--- src/rtl/mcpu_pkg.sv ---
`timescale 1ns/1ps
package mcpu_pkg;

    localparam int FW     = 3;
    localparam int OP_LSB = 6;
    localparam int RX_LSB = 3;
    localparam int RY_LSB = 0;
    localparam int NREG   = 1 << FW;

    typedef enum logic [FW-1:0] {
        OP_MV   = 3'b000,
        OP_MVI  = 3'b001,
        OP_ADD  = 3'b010,
        OP_SUB  = 3'b011,
        OP_LD   = 3'b100,
        OP_ST   = 3'b101,
        OP_MVNZ = 3'b110,
        OP_RSV  = 3'b111
    } op_e;

    typedef enum logic [3:0] {
        S_FETCH,
        S_IRLD,
        S_MV,
        S_MVI_ADDR,
        S_MVI_DATA,
        S_ALU_A,
        S_ALU_G,
        S_ALU_WB,
        S_LD_ADDR,
        S_LD_DATA,
        S_ST,
        S_MVNZ
    } state_e;

    typedef enum logic [1:0] {
        BUS_REG,
        BUS_G,
        BUS_DIN
    } bsrc_e;

    typedef struct packed {
        bsrc_e          bsrc;
        logic [FW-1:0]  bsel;
        logic           wr_en;
        logic           ir_ld;
        logic           a_ld;
        logic           g_ld;
        logic           alu_sub;
        logic           pc_inc;
        logic           we;
        logic           done;
    } ctl_t;

endpackage

--- src/rtl/mcpu_regfile.sv ---
`timescale 1ns/1ps
module mcpu_regfile #(
    parameter int DW   = 9,
    parameter int NREG = 8,
    localparam int SW  = $clog2(NREG)
) (
    input  logic          clk,
    input  logic          rst,
    input  logic          wr_en,
    input  logic [SW-1:0] wr_sel,
    input  logic [DW-1:0] wr_data,
    input  logic          pc_inc,
    input  logic [SW-1:0] ra_sel,
    output logic [DW-1:0] ra_data,
    input  logic [SW-1:0] rb_sel,
    output logic [DW-1:0] rb_data,
    output logic [DW-1:0] pc
);

    logic [DW-1:0] regs [NREG];

    generate
        for (genvar i = 0; i < NREG; i++) begin : g_reg
            logic [DW-1:0] q;
            logic          hit;
            assign hit = wr_en && (wr_sel == SW'(i));
            if (i == NREG - 1) begin : g_pc
                // last register: parallel load wins over increment
                always_ff @(posedge clk) begin
                    if (rst)         q <= '0;
                    else if (hit)    q <= wr_data;
                    else if (pc_inc) q <= q + DW'(1);
                end
            end else begin : g_gp
                always_ff @(posedge clk) begin
                    if (rst)      q <= '0;
                    else if (hit) q <= wr_data;
                end
            end
            assign regs[i] = q;
        end
    endgenerate

    assign ra_data = regs[ra_sel];
    assign rb_data = regs[rb_sel];
    assign pc      = regs[NREG-1];

endmodule

--- src/rtl/mcpu_alu.sv ---
`timescale 1ns/1ps
module mcpu_alu #(
    parameter int DW = 9
) (
    input  logic [DW-1:0] a,
    input  logic [DW-1:0] b,
    input  logic          sub,
    output logic [DW-1:0] y
);

    assign y = sub ? (a - b) : (a + b);

endmodule

--- src/rtl/mcpu_ctrl.sv ---
`timescale 1ns/1ps
module mcpu_ctrl
    import mcpu_pkg::*;
(
    input  logic           clk,
    input  logic           rst,
    input  op_e            din_op,
    input  op_e            ir_op,
    input  logic [FW-1:0]  ir_rx,
    input  logic [FW-1:0]  ir_ry,
    input  logic           g_nz,
    output state_e         st,
    output ctl_t           ctl
);

    localparam logic [FW-1:0] PC_IDX = FW'(NREG - 1);

    state_e nx;

    always_ff @(posedge clk) begin
        if (rst) st <= S_FETCH;
        else     st <= nx;
    end

    always_comb begin
        nx = S_FETCH;
        unique case (st)
            S_FETCH:    nx = S_IRLD;
            S_IRLD: begin
                unique case (din_op)
                    OP_MV:          nx = S_MV;
                    OP_MVI:         nx = S_MVI_ADDR;
                    OP_ADD, OP_SUB: nx = S_ALU_A;
                    OP_LD:          nx = S_LD_ADDR;
                    OP_ST:          nx = S_ST;
                    OP_MVNZ:        nx = S_MVNZ;
                    default:        nx = S_FETCH;
                endcase
            end
            S_MVI_ADDR: nx = S_MVI_DATA;
            S_ALU_A:    nx = S_ALU_G;
            S_ALU_G:    nx = S_ALU_WB;
            S_LD_ADDR:  nx = S_LD_DATA;
            default:    nx = S_FETCH;
        endcase
    end

    always_comb begin
        ctl      = '0;
        ctl.bsrc = BUS_REG;
        ctl.bsel = ir_ry;
        unique case (st)
            S_FETCH: begin
                ctl.bsel   = PC_IDX;
                ctl.pc_inc = 1'b1;
            end
            S_IRLD: begin
                ctl.ir_ld = 1'b1;
                ctl.done  = (din_op == OP_RSV);
            end
            S_MV: begin
                ctl.wr_en = 1'b1;
                ctl.done  = 1'b1;
            end
            S_MVI_ADDR: begin
                ctl.bsel   = PC_IDX;
                ctl.pc_inc = 1'b1;
            end
            S_MVI_DATA, S_LD_DATA: begin
                ctl.bsrc  = BUS_DIN;
                ctl.wr_en = 1'b1;
                ctl.done  = 1'b1;
            end
            S_ALU_A: begin
                ctl.bsel = ir_rx;
                ctl.a_ld = 1'b1;
            end
            S_ALU_G: begin
                ctl.g_ld    = 1'b1;
                ctl.alu_sub = (ir_op == OP_SUB);
            end
            S_ALU_WB: begin
                ctl.bsrc  = BUS_G;
                ctl.wr_en = 1'b1;
                ctl.done  = 1'b1;
            end
            S_LD_ADDR: ;
            S_ST: begin
                ctl.we   = 1'b1;
                ctl.done = 1'b1;
            end
            S_MVNZ: begin
                ctl.wr_en = g_nz;
                ctl.done  = 1'b1;
            end
            default: ;
        endcase
    end

endmodule

--- src/rtl/mcpu_core.sv ---
`timescale 1ns/1ps
module mcpu_core
    import mcpu_pkg::*;
#(
    parameter int DW = 9
) (
    input  logic          clk,
    input  logic          rst,
    input  logic [DW-1:0] mem_rdata,
    output logic [DW-1:0] mem_addr,
    output logic [DW-1:0] mem_wdata,
    output logic          mem_we,
    output logic          done
);

    state_e        st;
    ctl_t          ctl;
    logic [DW-1:0] ir_q, a_q, g_q, bus, ra_data, pc, alu_y;
    op_e           ir_op, din_op;
    logic [FW-1:0] ir_rx, ir_ry;

    assign ir_op  = op_e'(ir_q[OP_LSB +: FW]);
    assign ir_rx  = ir_q[RX_LSB +: FW];
    assign ir_ry  = ir_q[RY_LSB +: FW];
    assign din_op = op_e'(mem_rdata[OP_LSB +: FW]);

    mcpu_ctrl u_ctrl (
        .clk    (clk),
        .rst    (rst),
        .din_op (din_op),
        .ir_op  (ir_op),
        .ir_rx  (ir_rx),
        .ir_ry  (ir_ry),
        .g_nz   (|g_q),
        .st     (st),
        .ctl    (ctl)
    );

    mcpu_regfile #(.DW(DW), .NREG(NREG)) u_rf (
        .clk     (clk),
        .rst     (rst),
        .wr_en   (ctl.wr_en),
        .wr_sel  (ir_rx),
        .wr_data (bus),
        .pc_inc  (ctl.pc_inc),
        .ra_sel  (ctl.bsel),
        .ra_data (ra_data),
        .rb_sel  (ir_rx),
        .rb_data (mem_wdata),
        .pc      (pc)
    );

    mcpu_alu #(.DW(DW)) u_alu (
        .a   (a_q),
        .b   (bus),
        .sub (ctl.alu_sub),
        .y   (alu_y)
    );

    always_comb begin
        unique case (ctl.bsrc)
            BUS_REG: bus = ra_data;
            BUS_G:   bus = g_q;
            BUS_DIN: bus = mem_rdata;
            default: bus = '0;
        endcase
    end

    always_ff @(posedge clk) begin
        if (rst) begin
            ir_q <= '0;
            a_q  <= '0;
            g_q  <= '0;
        end else begin
            if (ctl.ir_ld) ir_q <= mem_rdata;
            if (ctl.a_ld)  a_q  <= bus;
            if (ctl.g_ld)  g_q  <= alu_y;
        end
    end

    assign mem_addr = bus;
    assign mem_we   = ctl.we;
    assign done     = ctl.done;

endmodule

--- config.mk ---
export PLATFORM = sky130hd
export DESIGN_NAME = mcpu_core
export DESIGN_NICKNAME = d
export VERILOG_FILES = /design/src/rtl/mcpu_pkg.sv /design/src/rtl/mcpu_regfile.sv /design/src/rtl/mcpu_alu.sv /design/src/rtl/mcpu_ctrl.sv /design/src/rtl/mcpu_core.sv
export SDC_FILE = /design/constraint.sdc
export NUM_CORES = 1
export LEC_CHECK = 0
export BUFFER_PORTS_ARGS = -buffer_cell sky130_fd_sc_hd__buf_4
export CORE_ASPECT_RATIO = 1.5
export CORE_MARGIN = 2
export CORE_UTILIZATION = 55
export CTS_CLUSTER_DIAMETER = 80
export DETAILED_ROUTE_END_ITERATION = 10
export PLACE_DENSITY = 0.73
export SLEW_MARGIN = 20
export SYNTH_ARGS = -nofsm -noshare
export SYNTH_HDL_FRONTEND = slang
export SYNTH_SLANG_ARGS = --single-unit
--- constraint.sdc ---
create_clock -name clk -period 11.7 [get_ports clk]
set_input_delay 0.585 -clock clk [delete_from_list [all_inputs] [get_ports clk]]
set_output_delay 0.585 -clock clk [all_outputs]
set_load 0.02 [all_outputs]
---- Word-level counts from Yosys, hierarchy flattened ----
Index checks and enable logic that the tools add are counted.
word-level totals
  register bits ........................... 103
  bits of input ports ..................... 11
operators by class
  add/sub/neg operators ................... 3
  $lt $le $gt $ge ......................... 2
  eq/ne operators ......................... 28
  muxes and demuxes ....................... 21
  bitwise logic cells ..................... 2
  reductions and logical operators ........ 19
operators with widths
  kind                 number
  $mux 9               7
  $bmux 9 s3           2
  $pmux 4 s6           2
  $pmux 9 s3           1
  $eq 3x3->1 const B   8
  $eq 4x3->1 const B   4
  $eq 4x4->1 const B   4
  $eq 3x2->1 const B   5
  $add 9x1->9 const B  1
  $add 9x9->9          1
  $reduce_or 9->1      1
  $sub 9x9->9          1
  $eq 4x2->1 const B   2
  $ge 4x4->1 const B   2
  $logic_and 1x1->1    8
  $not 3->4            2
  $eq 3x1->1 const B   2
  $logic_not 3->1      2
  $pmux 3 s2           1
  $reduce_or 2->1      3
  $reduce_or 6->1      1
  $eq 4x1->1 const B   1
  $logic_not 4->1      1
  $mux 1               4
  8 further kinds      9

---- Logic depth before layout (Yosys ltp) ----
  depth after elaboration ................. 10
  mapped depth ............................ 23
  gate-level depth less buffers ........... 19

---- Cells and area by module ----
From an unflattened synthesis, not the netlist that was laid out.
unflattened totals
  cell total of the unflattened synthesis .. 672
  area, all modules ....................... 6113.4 um^2
modules (own cells, without submodules)
  module        instances  cells an instance  area an instance (um^2)  seq. area each (um^2)
  mcpu_regfile  1          413                3896.2                   1441.4
  mcpu_core     1          131                1248.7                   540.5
  mcpu_alu      1          69                 521.8                    0.0
  mcpu_ctrl     1          59                 446.7                    80.1

---- Least setup slack after synthesis ----
OpenSTA, ideal clock, no wires.
  path type ............................... reg2reg
  start ................................... reg u_ctrl.st[1]
  end ..................................... reg g_q[8]
  arrival time ............................ 4021 ps
  path slack .............................. 7584 ps
  cell stages (with the launch flop) ...... 22
  path buffers ............................ 3
  path through ............................ dfxtp_1 -> buf_4 -> xnor2_2 -> a211o_1 -> nand2_2 -> buf_6 -> a211o_1 -> nand4_1 -> and3_1 -> clkbuf_1 -> ha_1 -> nand2_1 -> o41ai_2 -> xnor2_1 -> ha_1 -> or3_1 -> o21ai_0 -> a21oi_1 -> xnor2_1 -> xnor2_1 -> o311ai_0 -> o311ai_1
on the way
  word-level cells in the longest chain between the ends .. 10
RTL lines
  what                                           RTL line            text
  start, declared                                mcpu_ctrl.sv:12     output state_e st,
  start signal, assigned                         mcpu_ctrl.sv:22     else st <= nx;
  $eq 4x2->1 or $logic_not 4->1 (tied branches)  mcpu_ctrl.sv:52     unique case (st)
  $reduce_or 2->1 (no line)                      -
  $pmux 3 s2                                     mcpu_ctrl.sv:52
  $not 3->4 (implied by the code)                mcpu_regfile.sv:44  assign ra_data = regs[ra_sel];
  $bmux 9 s3                                     mcpu_regfile.sv:44
  $mux 9 (implied by the code) (2 in series)     mcpu_regfile.sv:44
  $pmux 9 s3                                     mcpu_core.sv:61     unique case (ctl.bsrc)
  $add 9x9->9 or $sub 9x9->9 (tied branches)     mcpu_alu.sv:11      assign y = sub ? (a - b) : (a + b);
  $mux 9                                         mcpu_alu.sv:11
  end signal, assigned                           mcpu_core.sv:77     if (ctl.g_ld) g_q <= alu_y;
  end, declared                                  mcpu_core.sv:18     logic [DW-1:0] ir_q, a_q, g_q, bus, ra_data, pc, alu_y;
Several ways; a longest one is shown, not always the timed one. The select of a mux whose other input is x is not followed.
A chain may end at the register's enable or synchronous reset.

---- Worst setup path in the final report ----
  start ................................... reg u_ctrl.st[0]
  end ..................................... reg g_q[8]
Same word-level chain as after synthesis.

==> impl_metrics.ini <==
[status]
status = finished clean

[die]
die_w_um = 90.0
coreArea_um2 = 10900
dieHeight_um = 133
start_util_pct = 55.7
row_count = 47
die_area_um2 = 12000
ioPinCount = 31

[sta]
hold_ws_ns = 0.461
tightest_slew_ns = 1.09
slew_headroom_pct = 27.3
drv_slew = 0
setup_viol_count_final = 0
tns_ns = 0
min_period_ns = 5.60
clock_skew_ns = 0.00764
rsz0062_at_grt = false
fin_crit_sh_pct = 47.8
hold_viol = 0
fmax_ghz = 0.179

[global_route]
grt_pass1_vias = 5364
grt_max_degree = 104
overflow = 0
grt_pass1_wl_mm = 28.9
antenna_found_initial = 0
grt.total_usage_pct = 30.6

[finish]
fillers = 977
fin_area_um2 = 6650
area.growth.synth_to_final_pct = 9.05
nNetsFinal = 741
drive_above_1_share_pct = 15.6
multiInputGateArea_um2 = 3690
n_antenna_cell = 0
ff_latch_area_um2 = 2060

[routing]
drtIter0Drc = 481
drt_pre_antenna_iters = 5
ant_nets = 0
routed_wl_mm = 18.2
post_drt_wl_per_cell_um = 20.9
routed_via_density = 6.38
drcViolationCount = 0
routed-via-count = 5555

[run]
cap_violations = 0

[worst_setup_path]
criticalPathCategory = register to register
arrival_ns = 5.86
ff2ff_path_depth = 17
r2r-start = u_ctrl.st[0]
r2r_slack_ns = 6.10
crit_start = u_ctrl.st[0]
start_kind = register
worstPathMaxFanout = 25
crit_end = g_q[8]
r2r-end = g_q[8]
end_kind = register
critical_path_required_ns = 11.96

[clock_network]
cts_sinks = 103
clockBufferDepth = 2
htree_levels = 3
ctsRootBufferMaster = clkbuf_16
cts_tree = done
insertion_delay_ns = 0.35
hold_buffers = 0
cts_resized = 0
cts_inserted_buffers = 9
post_cts_buffers = 0
clkTransAtPathRegs_ns = 0.07

[placed_design]
place.gp.congestion = 0.915
portBuffers = 30
placed_cell_area_um2 = 6340
hpwl_mm = 13.0

[synthesis]
synth_seq_cells = 103
syn_inst = 724
synth_area_um2 = 6100
seq_area_frac_synth_pct = 33.8
synthesis.nets = 746
yosysWarnings = 0
async_reset_ff_share_pct = 0
avgSynthCellArea_um2 = 8.42
ys.flop_type = dfxtp_1
synth_edf_count = 0
synth_cell_type_count = 73

[pwr]
vdd.ir_drop.worst_mv = 0.114
p_leak_nw = 2.29
p_per_area_nw_per_um2 = 165

[worst_hold_path]
min_path_type = register to register
## sequential cells by signal, indices dropped and copies added (netlist names)
register and cells:
u_rf.g.q 63, a_q 9, g_q 9, ir_q 9, u_rf.pc 9, u_ctrl.st 4
## Yosys cell counts, types with 4 or more instances
cell	number	share of area, %
nand4_1	8	0.82
mux2i_1	25	4.1
or3_1	4	0.41
a211o_1	4	0.57
nand3_1	19	1.6
xnor2_1	18	2.6
o21ai_0	18	1.5
nor3b_1	4	0.49
mux4_2	18	6.6
nand2b_1	8	0.82
nor2b_1	6	0.62
inv_1	14	0.86
nor2_1	108	6.6
a22o_1	5	0.72
ha_1	10	2.1
mux2_2	9	1.7
a211oi_1	64	7.9
buf_4	4	0.49
nand2_1	75	4.6
clkbuf_1	36	2.2
dfxtp_1	103	34
buf_2	17	1.4
a31oi_1	7	0.72
and3_1	10	1.0
a22oi_1	4	0.49
nor3_1	23	1.9
a21oi_1	32	2.6
## where the power goes
group          leakage, nW  switching, W  total, W  internal, W
clock network        0.149      0.000136  0.000314     0.000178
registers            0.832     0.0000159  0.000377     0.000361
logic                 1.31      0.000252  0.000405     0.000153
total                 2.29      0.000404   0.00110     0.000692
## worst min path at each step
stage               startpoint       to  slack (ns)  depth (start not counted)
floorplan              ir_q[7]  ir_q[7]        0.44                          2
global placement       ir_q[6]  ir_q[6]        0.44                          2
detailed placement     ir_q[6]  ir_q[6]        0.45                          2
CTS                    ir_q[6]  ir_q[6]        0.46                          2
global route            g_q[4]   g_q[4]        0.48                          2
finish                 ir_q[6]  ir_q[6]        0.46                          2
## layer usage
layer / GRT usage, % / share of wire [%] / up-vias / wire, um
met2: 53.1 / 50 / 258 / 9060
met4: 16.2 / 5.1 / 0 / 928
met1: 36.6 / 39 / 2618 / 7070
met3: 4.61 / 6.4 / 64 / 1170
li1: - / - / 2615 / -
met5: 0 / 0 / - / 0
## area by class of cell
type	count	area share, %
inverters	17	0.960
multi-input cells	543	55.6
repair buffers	45	5.08
clock buffers	12	3.86
flip-flops and latches	103	31.0
clock inverters	4	0.772
well taps	147	2.77
## logic make-up after synthesis
kind of cell               count (synthesis)  share of synthesized area [%]
AOI/OAI and AO/OA                        171                           20.5
and+or+nand+nor                          287                           21.8
buffers and inverters                     78                           5.77
muxes                                     52                           12.4
adders and majority gates                 11                           2.38
xor gates and xnor gates                  22                           3.28
DFF                                      103                           33.8
## cells in the final DEF (no fill, tap or decap), types with 9 or more instances in the layout
cell         n
dfxtp_1    103
nand3_1     19
mux2i_1     25
nor3_1      23
buf_4       45
xnor2_1     18
clkbuf_16    9
and3_1      10
inv_1       14
nand2_1     75
mux4_2      18
a211oi_1    64
ha_1        10
o21ai_0     18
mux2_2       9
nor2_1     106
a21oi_1     32
## worst max-delay path: stages, from the launching register on
cell,delay [ns]
dfxtp_1,0.71
and4bb_4,0.55
a211o_1,0.35
nand2_2,0.41
a211oi_1,0.38
a21oi_1,0.12
a31oi_2,0.68
nand4_1,0.33
o41a_1,0.42
xnor2_1,0.16
ha_1,0.24
or3_1,0.34
o21ai_0,0.08
a21oi_1,0.08
xnor2_1,0.14
xnor2_1,0.22
o311ai_0,0.17
o311ai_1,0.11
## through the flow
stage                     power, W  cells  worst slack, ns  util, %
after floorplan           0.000676    724             7.58        -
after global placement    0.000776    855             6.45     57.9
after detailed placement  0.000782    855             6.31     58.0
after CTS                  0.00109    871             6.27     60.8
after global routing       0.00114    871             5.78     60.8
final                      0.00110    871             6.10     60.8
No activity file was read; power rests on OpenSTA's default activity.
